**config.mk**
```make
export PLATFORM = sky130hd
export DESIGN_NAME = nand_seq
export DESIGN_NICKNAME = d
export VERILOG_FILES = /design/src/rtl/nand_seq_pkg.sv /design/src/rtl/nand_bus_phy.sv /design/src/rtl/nand_poll_ctr.sv /design/src/rtl/nand_addr_mux.sv /design/src/rtl/nand_seq.sv
export SDC_FILE = /design/constraint.sdc
export NUM_CORES = 1
export LEC_CHECK = 0
export BUFFER_PORTS_ARGS = -buffer_cell sky130_fd_sc_hd__buf_2
export CORE_UTILIZATION = 50
export DETAILED_ROUTE_END_ITERATION = 12
export PLACE_DENSITY = 0.71
export SLEW_MARGIN = 5
export SYNTH_ARGS = -nofsm -noshare
export SYNTH_HDL_FRONTEND = slang
export SYNTH_SLANG_ARGS = --single-unit
```
**constraint.sdc**
```tcl
create_clock -name clk -period 4.5 [get_ports clk]
set_clock_uncertainty 0.2 [all_clocks]
set_input_delay 0.9 -clock clk [delete_from_list [all_inputs] [get_ports clk]]
set_output_delay 0.9 -clock clk [all_outputs]
set_load 0.01 [all_outputs]
```
**src/rtl/nand_seq_pkg.sv**
```systemverilog
// Shared types and codes for the NAND sequencer.
// Assumes an 8-bit device bus and the command set listed below.
package nand_seq_pkg;
    typedef enum logic [2:0] {
        OP_IDENT  = 3'd0,
        OP_READ   = 3'd1,
        OP_PROG   = 3'd2,
        OP_ERASE  = 3'd3,
        OP_STATUS = 3'd4
    } op_e;

    // lane code decides which latch the byte goes to
    typedef enum logic [1:0] {
        LANE_DATA = 2'd0,
        LANE_CMD  = 2'd1,
        LANE_ADDR = 2'd2
    } lane_e;

    localparam logic [7:0] C_READ     = 8'h00;
    localparam logic [7:0] C_READ_GO  = 8'h30;
    localparam logic [7:0] C_PROG     = 8'h80;
    localparam logic [7:0] C_PROG_GO  = 8'h10;
    localparam logic [7:0] C_ERASE    = 8'h60;
    localparam logic [7:0] C_ERASE_GO = 8'hD0;
    localparam logic [7:0] C_STATUS   = 8'h70;
    localparam logic [7:0] C_IDENT    = 8'h90;

    localparam int SB_FAIL  = 0;
    localparam int SB_READY = 6;
endpackage

```
**src/rtl/nand_bus_phy.sv**
```systemverilog
// Runs one device bus cycle per go: one setup clock with the latch
// enables set, STROBE_CLKS clocks with the strobe low, one hold clock.
// Assumes go is only raised while idle is high.
module nand_bus_phy
    import nand_seq_pkg::*;
#(
    parameter int STROBE_CLKS = 2
) (
    input  logic       clk,
    input  logic       rst_n,
    input  logic       go,
    input  lane_e      lane,
    input  logic       is_rd,
    input  logic [7:0] wbyte,
    input  logic [7:0] dq_in,
    output logic       idle,
    output logic       ack,
    output logic [7:0] rbyte,
    output logic       cle,
    output logic       ale,
    output logic       we_n,
    output logic       re_n,
    output logic [7:0] dq_out,
    output logic       dq_oe
);
    localparam int CW = $clog2(STROBE_CLKS + 1);

    typedef enum logic [1:0] {PH_IDLE, PH_SETUP, PH_STROBE, PH_HOLD} ph_e;
    ph_e          ph;
    logic [CW-1:0] cnt;
    logic          rd_q;

    assign idle = (ph == PH_IDLE);

    // bus cycle phase machine with registered pin outputs
    always_ff @(posedge clk) begin
        if (!rst_n) begin
            ph <= PH_IDLE; cnt <= '0; rd_q <= 1'b0; ack <= 1'b0;
            rbyte <= '0; cle <= 1'b0; ale <= 1'b0; we_n <= 1'b1;
            re_n <= 1'b1; dq_out <= '0; dq_oe <= 1'b0;
        end else begin
            ack <= 1'b0;
            case (ph)
                PH_IDLE: if (go) begin
                    cle    <= (lane == LANE_CMD);
                    ale    <= (lane == LANE_ADDR);
                    dq_out <= wbyte;
                    dq_oe  <= !is_rd;
                    rd_q   <= is_rd;
                    ph     <= PH_SETUP;
                end
                PH_SETUP: begin
                    if (rd_q) re_n <= 1'b0;
                    else      we_n <= 1'b0;
                    cnt <= '0;
                    ph  <= PH_STROBE;
                end
                PH_STROBE: begin
                    if (cnt == CW'(STROBE_CLKS - 1)) begin
                        we_n <= 1'b1;
                        re_n <= 1'b1;
                        if (rd_q) rbyte <= dq_in;
                        ph <= PH_HOLD;
                    end else begin
                        cnt <= cnt + 1'b1;
                    end
                end
                default: begin
                    cle <= 1'b0; ale <= 1'b0; dq_oe <= 1'b0;
                    ack <= 1'b1;
                    ph  <= PH_IDLE;
                end
            endcase
        end
    end
endmodule

```
**src/rtl/nand_poll_ctr.sv**
```systemverilog
// Counts status reads inside one poll; last flags the final allowed try.
// Assumes clr is raised when the status command of a poll completes.
module nand_poll_ctr #(
    parameter int POLL_MAX = 100
) (
    input  logic clk,
    input  logic rst_n,
    input  logic clr,
    input  logic tick,
    output logic last
);
    localparam int PW = $clog2(POLL_MAX + 1);
    logic [PW-1:0] n;

    assign last = (n == PW'(POLL_MAX - 1));

    // retry count, restarted for each poll
    always_ff @(posedge clk) begin
        if (!rst_n || clr) n <= '0;
        else if (tick)     n <= n + 1'b1;
    end
endmodule

```
**src/rtl/nand_addr_mux.sv**
```systemverilog
// Picks the address byte for index idx of the current request and flags
// the last one: five bytes for read/program, three row bytes for erase,
// a single zero byte for identify.
module nand_addr_mux
    import nand_seq_pkg::*;
(
    input  op_e         op,
    input  logic [23:0] page,
    input  logic [15:0] col,
    input  logic [2:0]  idx,
    output logic [7:0]  abyte,
    output logic        last
);
    logic [39:0] full;
    assign full = {page, col};

    // byte select per operation
    always_comb begin
        case (op)
            OP_IDENT: begin abyte = 8'h00;              last = 1'b1; end
            OP_ERASE: begin abyte = page[idx[1:0]*8 +: 8]; last = (idx == 3'd2); end
            default:  begin abyte = full[idx*8 +: 8];   last = (idx == 3'd4); end
        endcase
    end
endmodule

```
**src/rtl/nand_seq.sv**
```systemverilog
// Request-level NAND sequencer: pre-poll, command, address, data and
// post-poll steps issued through one bus-cycle engine.
// Assumes read column < PAGE_BYTES+SPARE_BYTES and PAGES_PER_BLOCK is 2**k.
module nand_seq
    import nand_seq_pkg::*;
#(
    parameter int PAGE_BYTES      = 2048,
    parameter int SPARE_BYTES     = 64,
    parameter int PAGES_PER_BLOCK = 64,
    parameter int STROBE_CLKS     = 2,
    parameter int POLL_MAX        = 100
) (
    input  logic        clk,
    input  logic        rst_n,
    input  logic        req_start,
    input  logic [2:0]  req_op,
    input  logic [23:0] req_page,
    input  logic [15:0] req_col,
    output logic        busy,
    output logic        op_done,
    output logic        op_fail,
    output logic        op_timeout,
    output logic        op_reject,
    input  logic        wr_valid,
    output logic        wr_ready,
    input  logic [7:0]  wr_data,
    output logic        rd_valid,
    input  logic        rd_ready,
    output logic [7:0]  rd_data,
    output logic        nf_cle,
    output logic        nf_ale,
    output logic        nf_we_n,
    output logic        nf_re_n,
    output logic [7:0]  nf_dq_out,
    output logic        nf_dq_oe,
    input  logic [7:0]  nf_dq_in
);
    localparam int TOTAL = PAGE_BYTES + SPARE_BYTES;
    localparam int CNT_W = $clog2(TOTAL + 1);

    typedef enum logic [3:0] {
        S_IDLE, S_PRE_CMD, S_PRE_POLL, S_CMD1, S_ADDR, S_WDATA,
        S_CMD2, S_POST_CMD, S_POST_POLL, S_RDCMD, S_RDATA
    } st_e;

    st_e              st;
    op_e              op_q;
    logic [23:0]      page_q;
    logic [15:0]      col_q;
    logic [2:0]       aidx;
    logic [CNT_W-1:0] bcnt, btarget;
    logic             pending;

    logic       go, gate, ph_idle, ph_ack, cyc_rd, poll_last, a_last;
    lane_e      cyc_lane;
    logic [7:0] cyc_byte, rbyte, abyte, cmd1, cmd2;
    logic       misalign;

    nand_bus_phy #(.STROBE_CLKS(STROBE_CLKS)) i_phy (
        .clk(clk), .rst_n(rst_n), .go(go), .lane(cyc_lane), .is_rd(cyc_rd),
        .wbyte(cyc_byte), .dq_in(nf_dq_in), .idle(ph_idle), .ack(ph_ack),
        .rbyte(rbyte), .cle(nf_cle), .ale(nf_ale), .we_n(nf_we_n),
        .re_n(nf_re_n), .dq_out(nf_dq_out), .dq_oe(nf_dq_oe)
    );

    nand_poll_ctr #(.POLL_MAX(POLL_MAX)) i_poll (
        .clk(clk), .rst_n(rst_n),
        .clr(ph_ack && (st == S_PRE_CMD || st == S_POST_CMD)),
        .tick(ph_ack && (st == S_PRE_POLL || st == S_POST_POLL)),
        .last(poll_last)
    );

    nand_addr_mux i_amux (
        .op(op_q), .page(page_q), .col(col_q), .idx(aidx),
        .abyte(abyte), .last(a_last)
    );

    // refusal rules checked on the incoming request
    always_comb begin
        case (req_op)
            3'd2:    misalign = (req_col != 16'd0);
            3'd3:    misalign = ((req_page & 24'(PAGES_PER_BLOCK - 1)) != 24'd0);
            3'd0, 3'd1, 3'd4: misalign = 1'b0;
            default: misalign = 1'b1;
        endcase
    end

    // first and closing command byte of each operation
    always_comb begin
        case (op_q)
            OP_IDENT: cmd1 = C_IDENT;
            OP_READ:  cmd1 = C_READ;
            OP_PROG:  cmd1 = C_PROG;
            OP_ERASE: cmd1 = C_ERASE;
            default:  cmd1 = C_STATUS;
        endcase
        case (op_q)
            OP_READ: cmd2 = C_READ_GO;
            OP_PROG: cmd2 = C_PROG_GO;
            default: cmd2 = C_ERASE_GO;
        endcase
    end

    // bus cycle requested by the current step
    always_comb begin
        cyc_lane = LANE_DATA; cyc_rd = 1'b0; cyc_byte = 8'h00; gate = 1'b1;
        case (st)
            S_PRE_CMD, S_POST_CMD: begin cyc_lane = LANE_CMD; cyc_byte = C_STATUS; end
            S_PRE_POLL, S_POST_POLL: cyc_rd = 1'b1;
            S_CMD1:  begin cyc_lane = LANE_CMD;  cyc_byte = cmd1; end
            S_ADDR:  begin cyc_lane = LANE_ADDR; cyc_byte = abyte; end
            S_WDATA: begin cyc_byte = wr_data; gate = wr_valid; end
            S_CMD2:  begin cyc_lane = LANE_CMD;  cyc_byte = cmd2; end
            S_RDCMD: begin cyc_lane = LANE_CMD;  cyc_byte = C_READ; end
            S_RDATA: begin cyc_rd = 1'b1; gate = !rd_valid; end
            default: ;
        endcase
    end

    assign go       = (st != S_IDLE) && ph_idle && !pending && gate;
    assign wr_ready = go && (st == S_WDATA);
    assign busy     = (st != S_IDLE);

    // request sequencing, result flags and read stream
    always_ff @(posedge clk) begin
        if (!rst_n) begin
            st <= S_IDLE; op_q <= OP_STATUS; page_q <= '0; col_q <= '0;
            aidx <= '0; bcnt <= '0; btarget <= '0; pending <= 1'b0;
            op_done <= 1'b0; op_fail <= 1'b0; op_timeout <= 1'b0;
            op_reject <= 1'b0; rd_valid <= 1'b0; rd_data <= '0;
        end else begin
            op_done <= 1'b0;
            if (rd_valid && rd_ready) rd_valid <= 1'b0;
            if (go) pending <= 1'b1;
            else if (ph_ack) pending <= 1'b0;

            if (st == S_IDLE) begin
                if (req_start) begin
                    op_fail <= 1'b0; op_timeout <= 1'b0; op_reject <= 1'b0;
                    if (misalign) begin
                        op_reject <= 1'b1;
                        op_done   <= 1'b1;
                    end else begin
                        op_q <= op_e'(req_op); page_q <= req_page; col_q <= req_col;
                        aidx <= '0; bcnt <= '0;
                        case (req_op)
                            3'd0:    btarget <= CNT_W'(4);
                            3'd1:    btarget <= CNT_W'(TOTAL) - CNT_W'(req_col);
                            default: btarget <= CNT_W'(1);
                        endcase
                        st <= (req_op == 3'd4) ? S_CMD1 : S_PRE_CMD;
                    end
                end
            end else if (ph_ack) begin
                case (st)
                    S_PRE_CMD:  st <= S_PRE_POLL;
                    S_POST_CMD: st <= S_POST_POLL;
                    S_PRE_POLL, S_POST_POLL: begin
                        if (rbyte[SB_READY]) begin
                            if (st == S_PRE_POLL)   st <= S_CMD1;
                            else if (op_q == OP_READ) st <= S_RDCMD;
                            else begin
                                op_fail <= rbyte[SB_FAIL];
                                op_done <= 1'b1;
                                st      <= S_IDLE;
                            end
                        end else if (poll_last) begin
                            op_timeout <= 1'b1;
                            op_done    <= 1'b1;
                            st         <= S_IDLE;
                        end
                    end
                    S_CMD1: st <= (op_q == OP_STATUS) ? S_RDATA : S_ADDR;
                    S_ADDR: begin
                        aidx <= aidx + 1'b1;
                        if (a_last) begin
                            if (op_q == OP_IDENT)     st <= S_RDATA;
                            else if (op_q == OP_PROG) st <= S_WDATA;
                            else                      st <= S_CMD2;
                        end
                    end
                    S_WDATA: begin
                        bcnt <= bcnt + 1'b1;
                        if (bcnt == CNT_W'(TOTAL - 1)) st <= S_CMD2;
                    end
                    S_CMD2:  st <= S_POST_CMD;
                    S_RDCMD: st <= S_RDATA;
                    S_RDATA: begin
                        rd_valid <= 1'b1;
                        rd_data  <= rbyte;
                        bcnt     <= bcnt + 1'b1;
                        if (bcnt == btarget - 1'b1) begin
                            op_done <= 1'b1;
                            st      <= S_IDLE;
                        end
                    end
                    default: st <= S_IDLE;
                endcase
            end
        end
    end
endmodule

```
==> results of run 1 <==
synth_stat cells, drive strengths merged, types with 9 or more instances:
master  instances  area (µm²)
nor2          103         387
a21oi          46         234
a22oi          18         135
clkbuf         40         151
o22ai          11        68.8
xnor2          19         166
nor4           11        90.1
o21ai          28         140
nand2b          9        56.3
ha             10         125
inv            21        78.8
xor2           10        87.6
a22o           10        87.6
nand2          58         218
or3            15        93.8
dfxtp         122        2440
o211ai          9        67.6
a211oi         10        75.1
nor3           17        85.1
nand3          14        75.1
mux2i          70         701
nor2b          10        62.6
buf            11        61.3
routing by layer:
layer	part of all wire, %	GRT usage [%]	up-vias	routed length (µm)
met4	3.2	12.4	0	558
met5	0	0	-	0
met1	43	33.2	2861	7590
met3	5.9	6.75	50	1030
met2	48	44.6	215	8340
li1	-	-	2959	-
path summary, 6_finish.rpt:
| kind | to | cells after the start |
|---|---|---|
| hold reg to reg | rd_data[5]$_SDFFE_PN0P_ | 2 |
| setup / recovery | wr_ready | 5 |
| hold / removal | rd_data[5]$_SDFFE_PN0P_ | 2 |
| setup reg to reg | st[1]$_SDFFE_PN0P_ | 8 |
cells by family (layout without fill, tap and decap cells):
family	count (synthesis)	in the layout
fa+ha+maj	10	10
simple gates	277	277
buf+inv	73	151
flops	122	122
xor+xnor	29	29
compound gates	192	192
mux	73	73
power breakdown:
group / internal (W) / switching [W] / total (W) / leakage (nW)
clock: 0.000938 / 0.000481 / 0.00142 / 0.302
sequential: 0.00117 / 0.000109 / 0.00128 / 0.988
combinational: 0.000321 / 0.000463 / 0.000784 / 1.96
final cells by class:
class	instances	area (µm²)	share of cell area (%)
multi-input cells	581	3840	49.8
flip-flops and latches	122	2440	31.7
repair buffers	98	508	6.60
clock buffers	24	502	6.52
well taps	172	215	2.80
clock inverters	7	113	1.46
inverters	22	82.6	1.07
worst min-delay path, delay by kind of cell (launching register included):
kind             cells  cell delay, ns
AND/OR/NAND/NOR      1            0.05
flip-flops           1            0.30
AO/OA/AOI/OAI        1            0.05
registers in the layout, summed over array words and instances (netlist names), 3 cells and up:
name / flops
i_phy.rbyte: 8
i_phy.dq_out: 8
st: 4
i_poll.n: 7
bcnt: 12
col_q: 16
page_q: 24
btarget: 12
rd_data: 8
op_q: 3
aidx: 3
through the flow:
stage	worst slack (ns)	instances	instance area (µm²)
6_report	0.952	1026	7700
5_1_grt	0.721	1026	7700
3_5_place_dp	0.850	995	7080
2_1_floorplan	1.23	776	6570
3_3_place_gp	0.909	995	7080
4_1_cts	0.967	1026	7700
==> results.sh, run 1 <==
export IMPL_min_delay_start="rd_data[5]$_SDFFE_PN0P_"
export IMPL_ir_worst_vdd_v=0.000264
export IMPL_antenna_cells=0
export IMPL_synth_adder_area_share_pct=1.90
export IMPL_grt_pass1_wl_um=28400
export IMPL_drtIter0Drc=511
export IMPL_routedWlPerCell_um=17.1
export IMPL_die_height_um=117
export IMPL_fmax_mhz=282
export IMPL_synth_xor_area_share_pct=3.86
export IMPL_yosysWarnings=0
export IMPL_power_density_nw_per_um2=453
export IMPL_io_buffers=91
export IMPL_yosysSeqAreaShare_pct=37.2
export IMPL_grt_ovfl_total=0
export IMPL_routed_wl_um=17500
export IMPL_cp_top_family="flip-flops"
export IMPL_core_um2=12700
export IMPL_maxCapViolCount=0
export IMPL_vias_per_cell=5.93
export IMPL_path_buf_inv=2
export IMPL_slowest_delay_ns=0.69
export IMPL_initial_core_util_pct=51.7
export IMPL_syn_avg_cell_area_um2=8.47
export IMPL_drc=0
export IMPL_synth_compound_area_share_pct=20.7
export IMPL_clock_sinks=122
export IMPL_clk_path_buf_depth=2
export IMPL_cts_tree="built"
export IMPL_cp_arrival_ns=2.45
export IMPL_whs_ns=0.253
export IMPL_path_clk_slew_ns=0.05
export IMPL_synth_nets=850
export IMPL_worstMarginPinSlew_ns=1.06
export IMPL_netlist_area_um2=6570
export IMPL_layout_min_cycle_time_ns=3.55
export IMPL_die_x_um=117
export IMPL_cts_hold_buf=0
export IMPL_fillers=1148
export IMPL_grt_usage_pct=27.0
export IMPL_grt_start_max_net_pins=52
export IMPL_final_cell_mix="122 x dfxtp_1, 103 x nor2_1, 91 x buf_2, 70 x mux2i_1, 58 x nand2_1"
export IMPL_outcome="completed"
export IMPL_nets=916
export IMPL_critPathLaunch="st[2]$_SDFFE_PN0P_"
export IMPL_io_pins=92
export IMPL_final_common_cell="dfxtp_1"
export IMPL_async_flop_share_pct=0
export IMPL_crit_type="flop to output port"
export IMPL_placementRows=41
export IMPL_path_max_fanout=17
export IMPL_htree_levels=4
export IMPL_synth_edf_count=0
export IMPL_synthCells=776
export IMPL_synth_simple_area_share_pct=20.7
export IMPL_post_cts_setup_buffer_count=0
export IMPL_ant_nets=0
export IMPL_crit_path_end_kind="output port"
export IMPL_hold_viol=0
export IMPL_grt_pass1_vias=5768
export IMPL_setup_viol=0
export IMPL_final_layout_size_suffix_gt1_share_pct=17.3
export IMPL_crit_chain="nor4bb_1, inv_1, o211ai_1, nor2_1, buf_2"
export IMPL_reg2reg_slack_ns=1.33
export IMPL_relSlewSlack_pct=28.9
export IMPL_synth_seq_cells=122
export IMPL_critPathLaunchType="flop"
export IMPL_hold_class="flop to flop"
export IMPL_synth_top_family_by_area="simple AND/OR/NAND/NOR gates"
export IMPL_numCtsBuffers=17
export IMPL_vias=6085
export IMPL_cts_resized=0
export IMPL_place_detailed_hpwl_um=12600
export IMPL_finalPower_w=0.00348
export IMPL_rsz0062_at_grt="no"
export IMPL_leakage_nw=3.25
export IMPL_root_buffer="clkbuf_16"
export IMPL_drv_slew=0
export IMPL_firstDrtPassIters=5
export IMPL_gp_congestion=0.895
export IMPL_ys_types=77
export IMPL_insertion_delay_ns=0.43
export IMPL_synthFlopType="dfxtp_1"
export IMPL_synth_mux_area_share_pct=11.2
export IMPL_area_growth_pct=17.1
export IMPL_final_util_pct=60.5
export IMPL_timing_final_crit_share_pct=78.9
export IMPL_antenna_found_initial=0
export IMPL_critPathSlowestCell="dfxtp_1"
export IMPL_setup_tns_ns=0
export IMPL_dieArea_um2=13600
export IMPL_cp_required_ns=3.40
export IMPL_r2r_start="btarget[0]$_SDFFE_PN0P_"
Power figures use the tool's default switching activity.
==> inputs of run 2 (changes only) <==
--- a/config.mk
+++ b/config.mk
@@ -5,6 +5,7 @@
 export SDC_FILE = /design/constraint.sdc
 export NUM_CORES = 1
 export LEC_CHECK = 0
+export ABC_AREA = 1
 export BUFFER_PORTS_ARGS = -buffer_cell sky130_fd_sc_hd__buf_2
 export CORE_UTILIZATION = 50
 export DETAILED_ROUTE_END_ITERATION = 12
==> constraint.sdc (replaced) <==
create_clock -name clk -period 3.6 [get_ports clk]
set_clock_uncertainty 0.2 [all_clocks]
set_input_delay 0.72 -clock clk [delete_from_list [all_inputs] [get_ports clk]]
set_output_delay 0.72 -clock clk [all_outputs]
set_load 0.01 [all_outputs]
==> run 2 against run 1 <==
  * Total power is 27% higher
  * Non-clock buffer count is 2 higher
  * Sequential share of layout area is 0.16 points higher
  * Highest routed layer unchanged
  * Synthesized area is 0.27% lower
  * Clock power is 13% higher
  * Die area is 0.27% lower
  * Largest cell class unchanged
  * Count of clock-buffer cells in the layout is 3 lower
  * Critical path depth is 2 higher
  * Via count is 8.7% higher
  * Hold slack worse by 0.011 ns
  * Largest power group is now sequential cells
  * Design area is 0.50% lower
==> results.sh, run 2 <==
export IMPL_io_buffers=91
export IMPL_final_layout_size_suffix_gt1_share_pct=14.3
export IMPL_yosys_top_cells_area="dfxtp_1 37%, nand2_1 13%, inv_1 7.1%"
export IMPL_grt_start_max_net_pins=38
export IMPL_gp_congestion=0.895
export IMPL_largestRegisters="page_q (24), col_q (16)"
export IMPL_grt_pass1_wl_um=28100
export IMPL_timing_final_crit_share_pct=87.4
export IMPL_crit_path_end_kind="output port"
export IMPL_cts_resized=0
export IMPL_drv_slew=0
export IMPL_synth_most_common_cell="nand2_1"
export IMPL_clock_sinks=122
export IMPL_post_cts_setup_buffer_count=0
export IMPL_vias_per_cell=5.30
export IMPL_place_detailed_hpwl_um=12800
export IMPL_fmax_mhz=318
export IMPL_firstDrtPassIters=5
export IMPL_vias=6617
export IMPL_die_height_um=117
export IMPL_dieArea_um2=13600
export IMPL_grt_ovfl_total=0
export IMPL_ys_types=40
export IMPL_maxCapViolCount=0
export IMPL_largest_reg_flops=24
export IMPL_async_flop_share_pct=0
export IMPL_path_clk_slew_ns=0.06
export IMPL_routed_wl_um=17400
export IMPL_finalPower_w=0.00444
export IMPL_yosysWarnings=0
export IMPL_setup_viol=0
export IMPL_numCtsBuffers=17
export IMPL_insertion_delay_ns=0.42
export IMPL_cp_arrival_ns=2.22
export IMPL_setup_tns_ns=0
export IMPL_antenna_cells=0
export IMPL_synthTopCellsByCount="233 x nand2_1, 124 x inv_1, 122 x dfxtp_1"
export IMPL_root_buffer="clkbuf_16"
export IMPL_layout_min_cycle_time_ns=3.14
export IMPL_cts_tree="built"
export IMPL_reg2reg_slack_ns=1.05
export IMPL_netlist_area_um2=6560
export IMPL_rsz0062_at_grt="no"
export IMPL_syn_avg_cell_area_um2=6.70
export IMPL_die_x_um=117
export IMPL_critPathLaunchType="flop"
export IMPL_relSlewSlack_pct=60.4
export IMPL_final_common_cell="nand2_1"
export IMPL_nets=1138
export IMPL_synth_top_area_share_pct=37.3
export IMPL_initial_core_util_pct=51.5
export IMPL_worst_hold_path_num_cells=2
export IMPL_synthFlopType="dfxtp_1"
export IMPL_ir_worst_vdd_v=0.000451
export IMPL_reg2reg_depth=10
export IMPL_final_util_pct=60.2
export IMPL_grt_pass1_vias=5943
export IMPL_outcome="completed"
export IMPL_largest_register="page_q"
export IMPL_drc=0
export IMPL_final_cell_mix="233 x nand2_1, 124 x inv_1, 122 x dfxtp_1, 98 x nor2_1, 91 x buf_2"
export IMPL_leakage_nw=3.37
export IMPL_fillers=1266
export IMPL_final_cell_area_um2=7660
export IMPL_io_pins=92
export IMPL_synth_seq_cells=122
export IMPL_yosysSeqAreaShare_pct=37.3
export IMPL_drtIter0Drc=520
export IMPL_ant_nets=0
export IMPL_dp_slack_ns=0.710
export IMPL_path_max_fanout=14
export IMPL_multiInputGateArea_um2=3430
export IMPL_routedWlPerCell_um=14.0
export IMPL_worstMarginPinSlew_ns=0.591
export IMPL_placementRows=41
export IMPL_synth_top_cell_by_area="dfxtp_1"
export IMPL_area_growth_pct=16.8
export IMPL_synth_nets=1052
export IMPL_htree_levels=4
export IMPL_clk_path_buf_depth=2
export IMPL_synth_edf_count=0
export IMPL_grt_usage_pct=26.8
export IMPL_hold_viol=0
export IMPL_cts_hold_buf=0
export IMPL_cp_required_ns=2.68
export IMPL_hold_class="flop to flop"
export IMPL_core_um2=12700
export IMPL_regArea_um2=2440
export IMPL_power_density_nw_per_um2=580
export IMPL_fin_ws_ns=0.455
export IMPL_crit_type="flop to output port"
export IMPL_placed_area_um2=7110
export IMPL_synthCells=978
export IMPL_antenna_found_initial=0
-- run 2: final timing paths --
kind                                                  start                      endpoint
worst min-delay path            i_phy.rbyte[5]$_SDFFE_PN0P_   i_phy.rbyte[5]$_SDFFE_PN0P_
worst min register to register  i_phy.rbyte[5]$_SDFFE_PN0P_   i_phy.rbyte[5]$_SDFFE_PN0P_
worst max-delay path                     st[1]$_SDFFE_PN0P_                      wr_ready
worst max register to register         aidx[1]$_SDFFE_PN0P_  i_phy.dq_out[6]$_SDFFE_PN0P_
-- run 2: area by class of cell --
cell class	count	share of cell area, %
clock inverters	11	1.27
inverters	133	6.52
clock buffers	21	5.88
multi-input cells	690	44.8
well taps	172	2.81
flip-flops and latches	122	31.9
repair buffers	100	6.83
-- run 2: routing by layer --
metal	up-vias	share of wire, %	GRT usage (%)
li1	3386	-	-
met1	2996	48	36.1
met2	210	44	42.1
met3	25	6.5	5.14
met4	0	1.8	10.9
met5	-	0	0
-- run 2: critical path: stages (launching register included) --
cell and delay (ns):
dfxtp_1 0.39, inv_1 0.10, nor2_1 0.21, nand2_1 0.16, o211ai_1 0.23, nand4_2 0.34
nor2_1 0.21, buf_2 0.16
-- run 2: cell families (layout without fill, tap and decap cells) --
kind of cell    after synthesis  after routing  synth area share (%)
compound gates              217            217                  18.8
xor+xnor                     12             12                  1.60
fa+ha+maj                    10             10                  1.91
buf+inv                     166            265                  10.4
flops                       122            122                  37.3
simple gates                451            451                  30.1
-- run 2: where the power goes --
part	switching, W	total (W)	internal (W)
sequential	0.000101	0.00162	0.00152
combinational	0.000819	0.00122	0.000397
clock	0.000639	0.00160	0.000963
total	0.00156	0.00444	0.00288
-- run 2: through the flow --
step / hold slack [ns] / cells
global route: 0.262 / 1249
global placement: 0.231 / 1217
finish: 0.242 / 1249
detailed placement: 0.238 / 1217
CTS: 0.247 / 1249
floorplan: 0.220 / 978
